[src/rtl/pkt_stamp_pkg.sv]
`timescale 1ns/1ps
package pkt_stamp_pkg;
  localparam int unsigned REG_W  = 32;
  localparam int unsigned ADDR_W = 3;

  localparam logic [ADDR_W-1:0] ADDR_TX_CTL = 3'd0;
  localparam logic [ADDR_W-1:0] ADDR_TX_LO  = 3'd1;
  localparam logic [ADDR_W-1:0] ADDR_TX_HI  = 3'd2;
  localparam logic [ADDR_W-1:0] ADDR_RX_CTL = 3'd3;
  localparam logic [ADDR_W-1:0] ADDR_RX_LO  = 3'd4;
  localparam logic [ADDR_W-1:0] ADDR_RX_HI  = 3'd5;
  localparam logic [ADDR_W-1:0] ADDR_MATCH  = 3'd6;
  localparam logic [ADDR_W-1:0] ADDR_ETYPE  = 3'd7;

  localparam int unsigned BIT_VALID = 0;
  localparam int unsigned BIT_EN    = 4;
  localparam int unsigned MODE_LSB  = 1;

  localparam logic [1:0] MODE_V1_L4  = 2'd0;
  localparam logic [1:0] MODE_V2_EVT = 2'd1;

  localparam logic [15:0] TIMING_ETYPE   = 16'h88F7;
  localparam int unsigned V2_EVENT_CODES = 4;
endpackage

[src/rtl/stamp_slot.sv]
`timescale 1ns/1ps
module stamp_slot #(
  parameter int unsigned TIME_W = 64
) (
  input  logic              clk_i,
  input  logic              rst_ni,
  input  logic              en_i,
  input  logic              hit_i,
  input  logic              release_i,
  input  logic [TIME_W-1:0] time_i,
  output logic              valid_o,
  output logic [TIME_W-1:0] stamp_o
);
  logic cap;
  assign cap = en_i & hit_i & ~valid_o;

  always_ff @(posedge clk_i or negedge rst_ni) begin
    if (!rst_ni) begin
      valid_o <= 1'b0;
      stamp_o <= '0;
    end else if (cap) begin
      valid_o <= 1'b1;
      stamp_o <= time_i;
    end else if (release_i) begin
      valid_o <= 1'b0;
    end
  end

  a_r2_capture: assert property (@(posedge clk_i) disable iff (!rst_ni)
    (en_i && hit_i && !valid_o) |=> (valid_o && stamp_o == $past(time_i)));
  a_r3_hold: assert property (@(posedge clk_i) disable iff (!rst_ni)
    valid_o |=> $stable(stamp_o));
  a_r4_release: assert property (@(posedge clk_i) disable iff (!rst_ni)
    (valid_o && release_i) |=> !valid_o);
  a_r5_disabled: assert property (@(posedge clk_i) disable iff (!rst_ni)
    (!en_i && !valid_o) |=> (!valid_o && $stable(stamp_o)));
endmodule

[src/rtl/rx_qualify.sv]
`timescale 1ns/1ps
module rx_qualify
  import pkt_stamp_pkg::*;
#(
  parameter int unsigned CODE_W = 8,
  parameter int unsigned VER_W  = 4
) (
  input  logic              clk_i,
  input  logic              rst_ni,
  input  logic [1:0]        mode_i,
  input  logic              etype_en_i,
  input  logic [REG_W-1:0]  match_i,
  input  logic              sop_i,
  input  logic [15:0]       etype_i,
  input  logic              udp_i,
  input  logic [15:0]       dport_i,
  input  logic [VER_W-1:0]  ver_i,
  input  logic [CODE_W-1:0] code_i,
  output logic              hit_o
);
  logic port_ok, l2_ok, v1_ok, v2_ok, sel_ok;

  assign port_ok = udp_i && (dport_i == match_i[REG_W-1:REG_W-16]);
  assign l2_ok   = !udp_i && etype_en_i && (etype_i == TIMING_ETYPE);
  assign v1_ok   = (ver_i == VER_W'(1)) && port_ok && (code_i == match_i[CODE_W-1:0]);
  assign v2_ok   = (ver_i == VER_W'(2)) && (code_i < CODE_W'(V2_EVENT_CODES)) && (port_ok || l2_ok);

  always_comb begin
    case (mode_i)
      MODE_V1_L4:  sel_ok = v1_ok;
      MODE_V2_EVT: sel_ok = v2_ok;
      default:     sel_ok = 1'b0;
    endcase
  end

  assign hit_o = sop_i && sel_ok;

  a_r8_l2_gate: assert property (@(posedge clk_i) disable iff (!rst_ni)
    (hit_o && !udp_i) |-> (etype_en_i && etype_i == TIMING_ETYPE && mode_i == MODE_V2_EVT));
  a_r7_v1_udp: assert property (@(posedge clk_i) disable iff (!rst_ni)
    (hit_o && mode_i == MODE_V1_L4) |-> (udp_i && ver_i == VER_W'(1)));
endmodule

[src/rtl/pkt_stamp_latch.sv]
`timescale 1ns/1ps
module pkt_stamp_latch
  import pkt_stamp_pkg::*;
#(
  parameter int unsigned TIME_W = 64,
  parameter int unsigned CODE_W = 8,
  parameter int unsigned VER_W  = 4
) (
  input  logic              clk_i,
  input  logic              rst_ni,
  input  logic [TIME_W-1:0] time_i,
  input  logic              tx_sop_i,
  input  logic              tx_mark_i,
  input  logic              rx_sop_i,
  input  logic [15:0]       rx_etype_i,
  input  logic              rx_udp_i,
  input  logic [15:0]       rx_dport_i,
  input  logic [VER_W-1:0]  rx_ver_i,
  input  logic [CODE_W-1:0] rx_code_i,
  input  logic              reg_we_i,
  input  logic              reg_re_i,
  input  logic [ADDR_W-1:0] reg_addr_i,
  input  logic [REG_W-1:0]  reg_wdata_i,
  output logic [REG_W-1:0]  reg_rdata_o
);
  localparam int unsigned N_DIR  = 2;
  localparam int unsigned HALF_W = TIME_W / 2;
  localparam int unsigned DIR_TX = 0;
  localparam int unsigned DIR_RX = 1;

  logic             tx_en_q, rx_en_q, etype_en_q;
  logic [1:0]       rx_mode_q;
  logic [REG_W-1:0] match_q;
  logic             rx_hit;

  logic [N_DIR-1:0]  slot_en, slot_hit, slot_rel, slot_valid;
  logic [TIME_W-1:0] slot_stamp [N_DIR];

  always_ff @(posedge clk_i or negedge rst_ni) begin
    if (!rst_ni) begin
      tx_en_q    <= 1'b0;
      rx_en_q    <= 1'b0;
      rx_mode_q  <= '0;
      match_q    <= '0;
      etype_en_q <= 1'b0;
    end else if (reg_we_i) begin
      case (reg_addr_i)
        ADDR_TX_CTL: tx_en_q <= reg_wdata_i[BIT_EN];
        ADDR_RX_CTL: begin
          rx_en_q   <= reg_wdata_i[BIT_EN];
          rx_mode_q <= reg_wdata_i[BIT_EN] ? reg_wdata_i[MODE_LSB+:2] : 2'b00;
        end
        ADDR_MATCH:  match_q    <= reg_wdata_i;
        ADDR_ETYPE:  etype_en_q <= reg_wdata_i[0];
        default: ;
      endcase
    end
  end

  rx_qualify #(.CODE_W(CODE_W), .VER_W(VER_W)) u_rx_qualify (
    .clk_i      (clk_i),
    .rst_ni     (rst_ni),
    .mode_i     (rx_mode_q),
    .etype_en_i (etype_en_q),
    .match_i    (match_q),
    .sop_i      (rx_sop_i),
    .etype_i    (rx_etype_i),
    .udp_i      (rx_udp_i),
    .dport_i    (rx_dport_i),
    .ver_i      (rx_ver_i),
    .code_i     (rx_code_i),
    .hit_o      (rx_hit)
  );

  assign slot_en[DIR_TX]  = tx_en_q;
  assign slot_en[DIR_RX]  = rx_en_q;
  assign slot_hit[DIR_TX] = tx_sop_i & tx_mark_i;
  assign slot_hit[DIR_RX] = rx_hit;
  assign slot_rel[DIR_TX] = reg_re_i && (reg_addr_i == ADDR_TX_HI);
  assign slot_rel[DIR_RX] = reg_re_i && (reg_addr_i == ADDR_RX_HI);

  for (genvar d = 0; d < N_DIR; d++) begin : g_dir
    stamp_slot #(.TIME_W(TIME_W)) u_slot (
      .clk_i     (clk_i),
      .rst_ni    (rst_ni),
      .en_i      (slot_en[d]),
      .hit_i     (slot_hit[d]),
      .release_i (slot_rel[d]),
      .time_i    (time_i),
      .valid_o   (slot_valid[d]),
      .stamp_o   (slot_stamp[d])
    );
  end

  always_comb begin
    reg_rdata_o = '0;
    case (reg_addr_i)
      ADDR_TX_CTL: begin
        reg_rdata_o[BIT_VALID] = slot_valid[DIR_TX];
        reg_rdata_o[BIT_EN]    = tx_en_q;
      end
      ADDR_TX_LO: reg_rdata_o = REG_W'(slot_stamp[DIR_TX][HALF_W-1:0]);
      ADDR_TX_HI: reg_rdata_o = REG_W'(slot_stamp[DIR_TX][TIME_W-1:HALF_W]);
      ADDR_RX_CTL: begin
        reg_rdata_o[BIT_VALID]     = slot_valid[DIR_RX];
        reg_rdata_o[BIT_EN]        = rx_en_q;
        reg_rdata_o[MODE_LSB+:2]   = rx_mode_q;
      end
      ADDR_RX_LO: reg_rdata_o = REG_W'(slot_stamp[DIR_RX][HALF_W-1:0]);
      ADDR_RX_HI: reg_rdata_o = REG_W'(slot_stamp[DIR_RX][TIME_W-1:HALF_W]);
      ADDR_MATCH: reg_rdata_o = match_q;
      default:    reg_rdata_o[0] = etype_en_q;
    endcase
  end

  a_r10_mode_clear: assert property (@(posedge clk_i) disable iff (!rst_ni)
    (reg_we_i && reg_addr_i == ADDR_RX_CTL && !reg_wdata_i[BIT_EN]) |=> (rx_mode_q == 2'b00 && !rx_en_q));
  a_r5_unmarked: assert property (@(posedge clk_i) disable iff (!rst_ni)
    (!(tx_sop_i && tx_mark_i) && !slot_valid[DIR_TX]) |=> !slot_valid[DIR_TX]);
endmodule

[config.mk]
export PLATFORM = sky130hd
export DESIGN_NAME = pkt_stamp_latch
export DESIGN_NICKNAME = d
export VERILOG_FILES = /design/src/rtl/pkt_stamp_pkg.sv /design/src/rtl/stamp_slot.sv /design/src/rtl/rx_qualify.sv /design/src/rtl/pkt_stamp_latch.sv
export SDC_FILE = /design/constraint.sdc
export NUM_CORES = 1
export LEC_CHECK = 0
export BUFFER_PORTS_ARGS = -buffer_cell sky130_fd_sc_hd__buf_2
export CAP_MARGIN = 10
export CORE_UTILIZATION = 35
export CTS_BUF_LIST = sky130_fd_sc_hd__clkbuf_4 sky130_fd_sc_hd__clkbuf_8
export CTS_CLUSTER_DIAMETER = 120
export CTS_CLUSTER_SIZE = 20
export DETAILED_ROUTE_END_ITERATION = 8
export GPL_TIMING_DRIVEN = 1
export PLACE_DENSITY_LB_ADDON = 0.15
export SETUP_SLACK_MARGIN = 0.3
export SLEW_MARGIN = 25
export SYNTH_ARGS = -nofsm -noshare
export SYNTH_HDL_FRONTEND = slang
export SYNTH_SLANG_ARGS = --single-unit
[constraint.sdc]
create_clock -name clk_i -period 4.6 [get_ports clk_i]
set_clock_uncertainty 0.2 [all_clocks]
set_input_delay 0.69 -clock clk_i [delete_from_list [all_inputs] [get_ports clk_i]]
set_output_delay 0.69 -clock clk_i [all_outputs]
set_load 0.01 [all_outputs]
==> summary by stage <==
Outcome
The flow ran to the end, and the final reports show no timing, DRC or antenna violations.

Floorplanning
The number of top-level pins is 183. The die is 151 µm wide. The area of the die is 22700 µm². The initialized floorplan defines 54 standard-cell rows. The die height is 151 µm.

The floorplan core area is 21800 µm². For this configuration, the core starts out at a cell density of 0.356.

Logic synthesis
For this run, the number of Yosys warnings is 0. The most used flip-flop cell after synthesis is sky130_fd_sc_hd__dfrtp_1. The mean cell area of the mapped netlist is 13.3 µm².

The area share of the largest cell type after synthesis is 0.540. The post-synthesis instance area is 7740 µm². In the post-synthesis netlist, the biggest area contributors are sky130_fd_sc_hd__dfrtp_1, sky130_fd_sc_hd__mux2_2, sky130_fd_sc_hd__mux2_1, sky130_fd_sc_hd__mux2i_1, sky130_fd_sc_hd__a221o_1. Synthesis produced 583 cells. The sequential share of the synthesized area is 0.540. Counting every net in the synthesized netlist gives 734.

The count of unique library cells instantiated by Yosys is 39. The post-synthesis sequential element count is 167. Counting flops with an async set or reset pin after synthesis yields a share of 1.00. sky130_fd_sc_hd__dfrtp_1 takes more of the synthesized area than any other cell. The synthesized design contains 0 enable-type register cells.

Global routing
The initial antenna violation count is 0. The global-route wire length before repair is 31700 µm. The via count of the first global-routing pass was 5720. The pin count of the biggest net entering global routing is 93.

The total track usage is 0.187. The total overflow left after global routing is 0.

Worst setup path
The worst setup path is captured at an output pin. In this run the worst path has a maximum fanout of 28. The arrival time of the worst setup path is 2580 ps. The worst endpoint required time is 3710 ps. The type of the worst setup path is in -> out. The critical path launch point type is a primary input.

Timing
The number of pins with negative max-slew slack in the final report is 0. The maximum achievable frequency is 288 MHz. The total negative setup slack is 0 ps. The period utilization is 0.755.

The worst setup slack after layout is 1130 ps. Setup repair after global routing left no endpoint under its margin. The slew of the pin with the lowest slew margin is 886 ps. The number of hold violations in the final report is 0.

In this run the tightest slew margin relative to its limit is 0.408. Setup violations remaining at the end of the flow were counted as 0. After layout, the minimum clock period comes to 3470 ps.

Drt
The detailed router placed 5347 vias in this run. The average routed wire per standard cell is 19.5 µm. Signal routing reaches up to met4. The met3 routed wirelength is 1000 µm.

The final layout contains routed wiring with a total length of 20400 µm. The via-per-instance ratio is 5.10. The DRC marker count from the first detailed-route iteration is 190. The detailed router put a total of 8990 µm of wire on met1. The remaining antenna violation count is 0. The first-pass detailed-route iteration total is 6.

The met2 wire length is 10200 µm. The total DRC errors in the routed layout is 0.

Pwr
The power per unit of standard cell area is 427 nW/µm². The total power of the final layout is 4.00 mW. The worst-case IR drop observed on VDD is 0.000180 V. The leakage dissipation is 4.60 nW.

Final layout
In the final design database the tool counted 910 nets. The library cells used most frequently in the layout, excluding fill and tap cells, are sky130_fd_sc_hd__buf_2, sky130_fd_sc_hd__dfrtp_1, sky130_fd_sc_hd__mux2_2, sky130_fd_sc_hd__mux2_1, sky130_fd_sc_hd__nand2_1. Leaving out filler cells and counting taps, the final layout contains 1048. The relative area change from synthesis to final layout is 21.1%. The count of inserted antenna diode cells is 0. The share of cells above drive strength 1 is 0.445. Once layout is complete, the utilization of the core stands at 0.431. The most common library cell in the layout ignoring fill and taps is sky130_fd_sc_hd__buf_2.

CTS
TritonCTS built the clock tree. In this run, post-CTS hold repair placed 0 buffers. The CTS clock-pin slew for the worst setup and hold paths is 80 ps.

The clock latency reported for the late side of the worst-skew pair is 450 ps. The H-tree level count is 4. The clock sink total is 167. The longest clock path from root to sink contains 2 buffers. The cell sitting at the root of the clock tree is a sky130_fd_sc_hd__clkbuf_8. Clock tree synthesis inserted a total of 17 buffers. After clock tree synthesis, the setup repair step added 0 buffers. After clock tree synthesis, the repair step resized 0 gates.

Placed design
Prior to clock tree synthesis, the placed netlist has a worst setup slack of 1080 ps. During placement, the flow inserted port buffers numbering 182. The final weighted congestion in routability-driven placement is 0.751.

The cell count after placement is 1020. The HPWL after detailed placement is 14400 µm.

Job
The max-capacitance violation count is 0.

Min path
The worst min-delay path class is in -> async.
-- Yosys cell counts (3+ instances only) --
master and count:
sky130_fd_sc_hd__clkbuf_1 22, sky130_fd_sc_hd__buf_1 5, sky130_fd_sc_hd__xor2_1 23, sky130_fd_sc_hd__nand2b_1 4, sky130_fd_sc_hd__nor2b_1 3, sky130_fd_sc_hd__nand2_1 38, sky130_fd_sc_hd__mux2_2 115, sky130_fd_sc_hd__mux2i_1 31
sky130_fd_sc_hd__nor4_1 9, sky130_fd_sc_hd__dfrtp_1 167, sky130_fd_sc_hd__mux2_1 49, sky130_fd_sc_hd__buf_8 4, sky130_fd_sc_hd__a221o_1 27, sky130_fd_sc_hd__a22oi_1 5, sky130_fd_sc_hd__o21ai_0 34, sky130_fd_sc_hd__nor2_1 9
sky130_fd_sc_hd__a21oi_1 4, sky130_fd_sc_hd__nand3_1 5
-- layout make-up --
cell class / instances / area, µm²
Inverter: 3 / 11.3
Fill cell: 2074 / 12400
Multi-Input combinational cell: 378 / 3400
Tap cell: 280 / 350
Clock buffer: 20 / 263
Sequential cell: 167 / 4180
Timing Repair Buffer: 192 / 1020
Clock inverter: 8 / 150
-- metrics by stage --
| step | area [µm²] | hold WS, ps |
|---|---|---|
| after floorplan | 7740 | 194 |
| after global placement | 8950 | 267 |
| after detailed placement | 8950 | 275 |
| after CTS | 9370 | 125 |
| after global routing | 9380 | 146 |
| final | 9380 | 93.8 |
-- cells by family (layout without fill, tap and decap cells) --
group           Yosys count  after routing  share of synthesized area
compound gates           79             79                     0.0745
xor+xnor                 24             24                     0.0271
buf+inv                  38            223                     0.0265
flops                   167            167                      0.540
mux                     196            196                      0.281
simple gates             79             79                     0.0509
-- sequential cells by signal, indices dropped and copies added, names as in the netlist --
register,count
g_dir.u_slot.valid_o,2
rx_mode_q,2
match_q,32
tx_en_q,1
etype_en_q,1
rx_en_q,1
g_dir.u_slot.stamp_o,128
-- final timing paths --
path	endpoint	slack, ps	cells past startpoint	startpoint
max	reg_rdata_o[13]	1130	7	reg_addr_i[2]
min	g_dir[0].u_slot.stamp_o[28]	90	1	rst_ni
max reg2reg	g_dir[1].u_slot.stamp_o[14]	1720	6	match_q[21]
min reg2reg	g_dir[1].u_slot.stamp_o[61]	290	1	g_dir[1].u_slot.stamp_o[61]
max in group asynchronous	match_q[29]	3110	2	rst_ni
min in group clk_i	g_dir[1].u_slot.stamp_o[20]	270	2	time_i[20]
-- layer usage --
layer	track usage	up-vias
li1	-	2489
met1	0.249	2705
met2	0.310	133
met3	0.0385	20
met4	0.0495	0
met5	0	-
-- power breakdown --
part	switching [mW]	internal [mW]
registers	0.208	1.82
logic	0.356	0.490
clock network	0.516	0.608
-- critical path, cell delays in order --
cell	delay, ps
sky130_fd_sc_hd__buf_2	430
sky130_fd_sc_hd__inv_2	180
sky130_fd_sc_hd__nor2_4	710
sky130_fd_sc_hd__nand2_1	130
sky130_fd_sc_hd__o21ai_0	140
sky130_fd_sc_hd__a221o_1	160
sky130_fd_sc_hd__buf_2	130
Note: power is estimated with default switching activity, not from simulation.
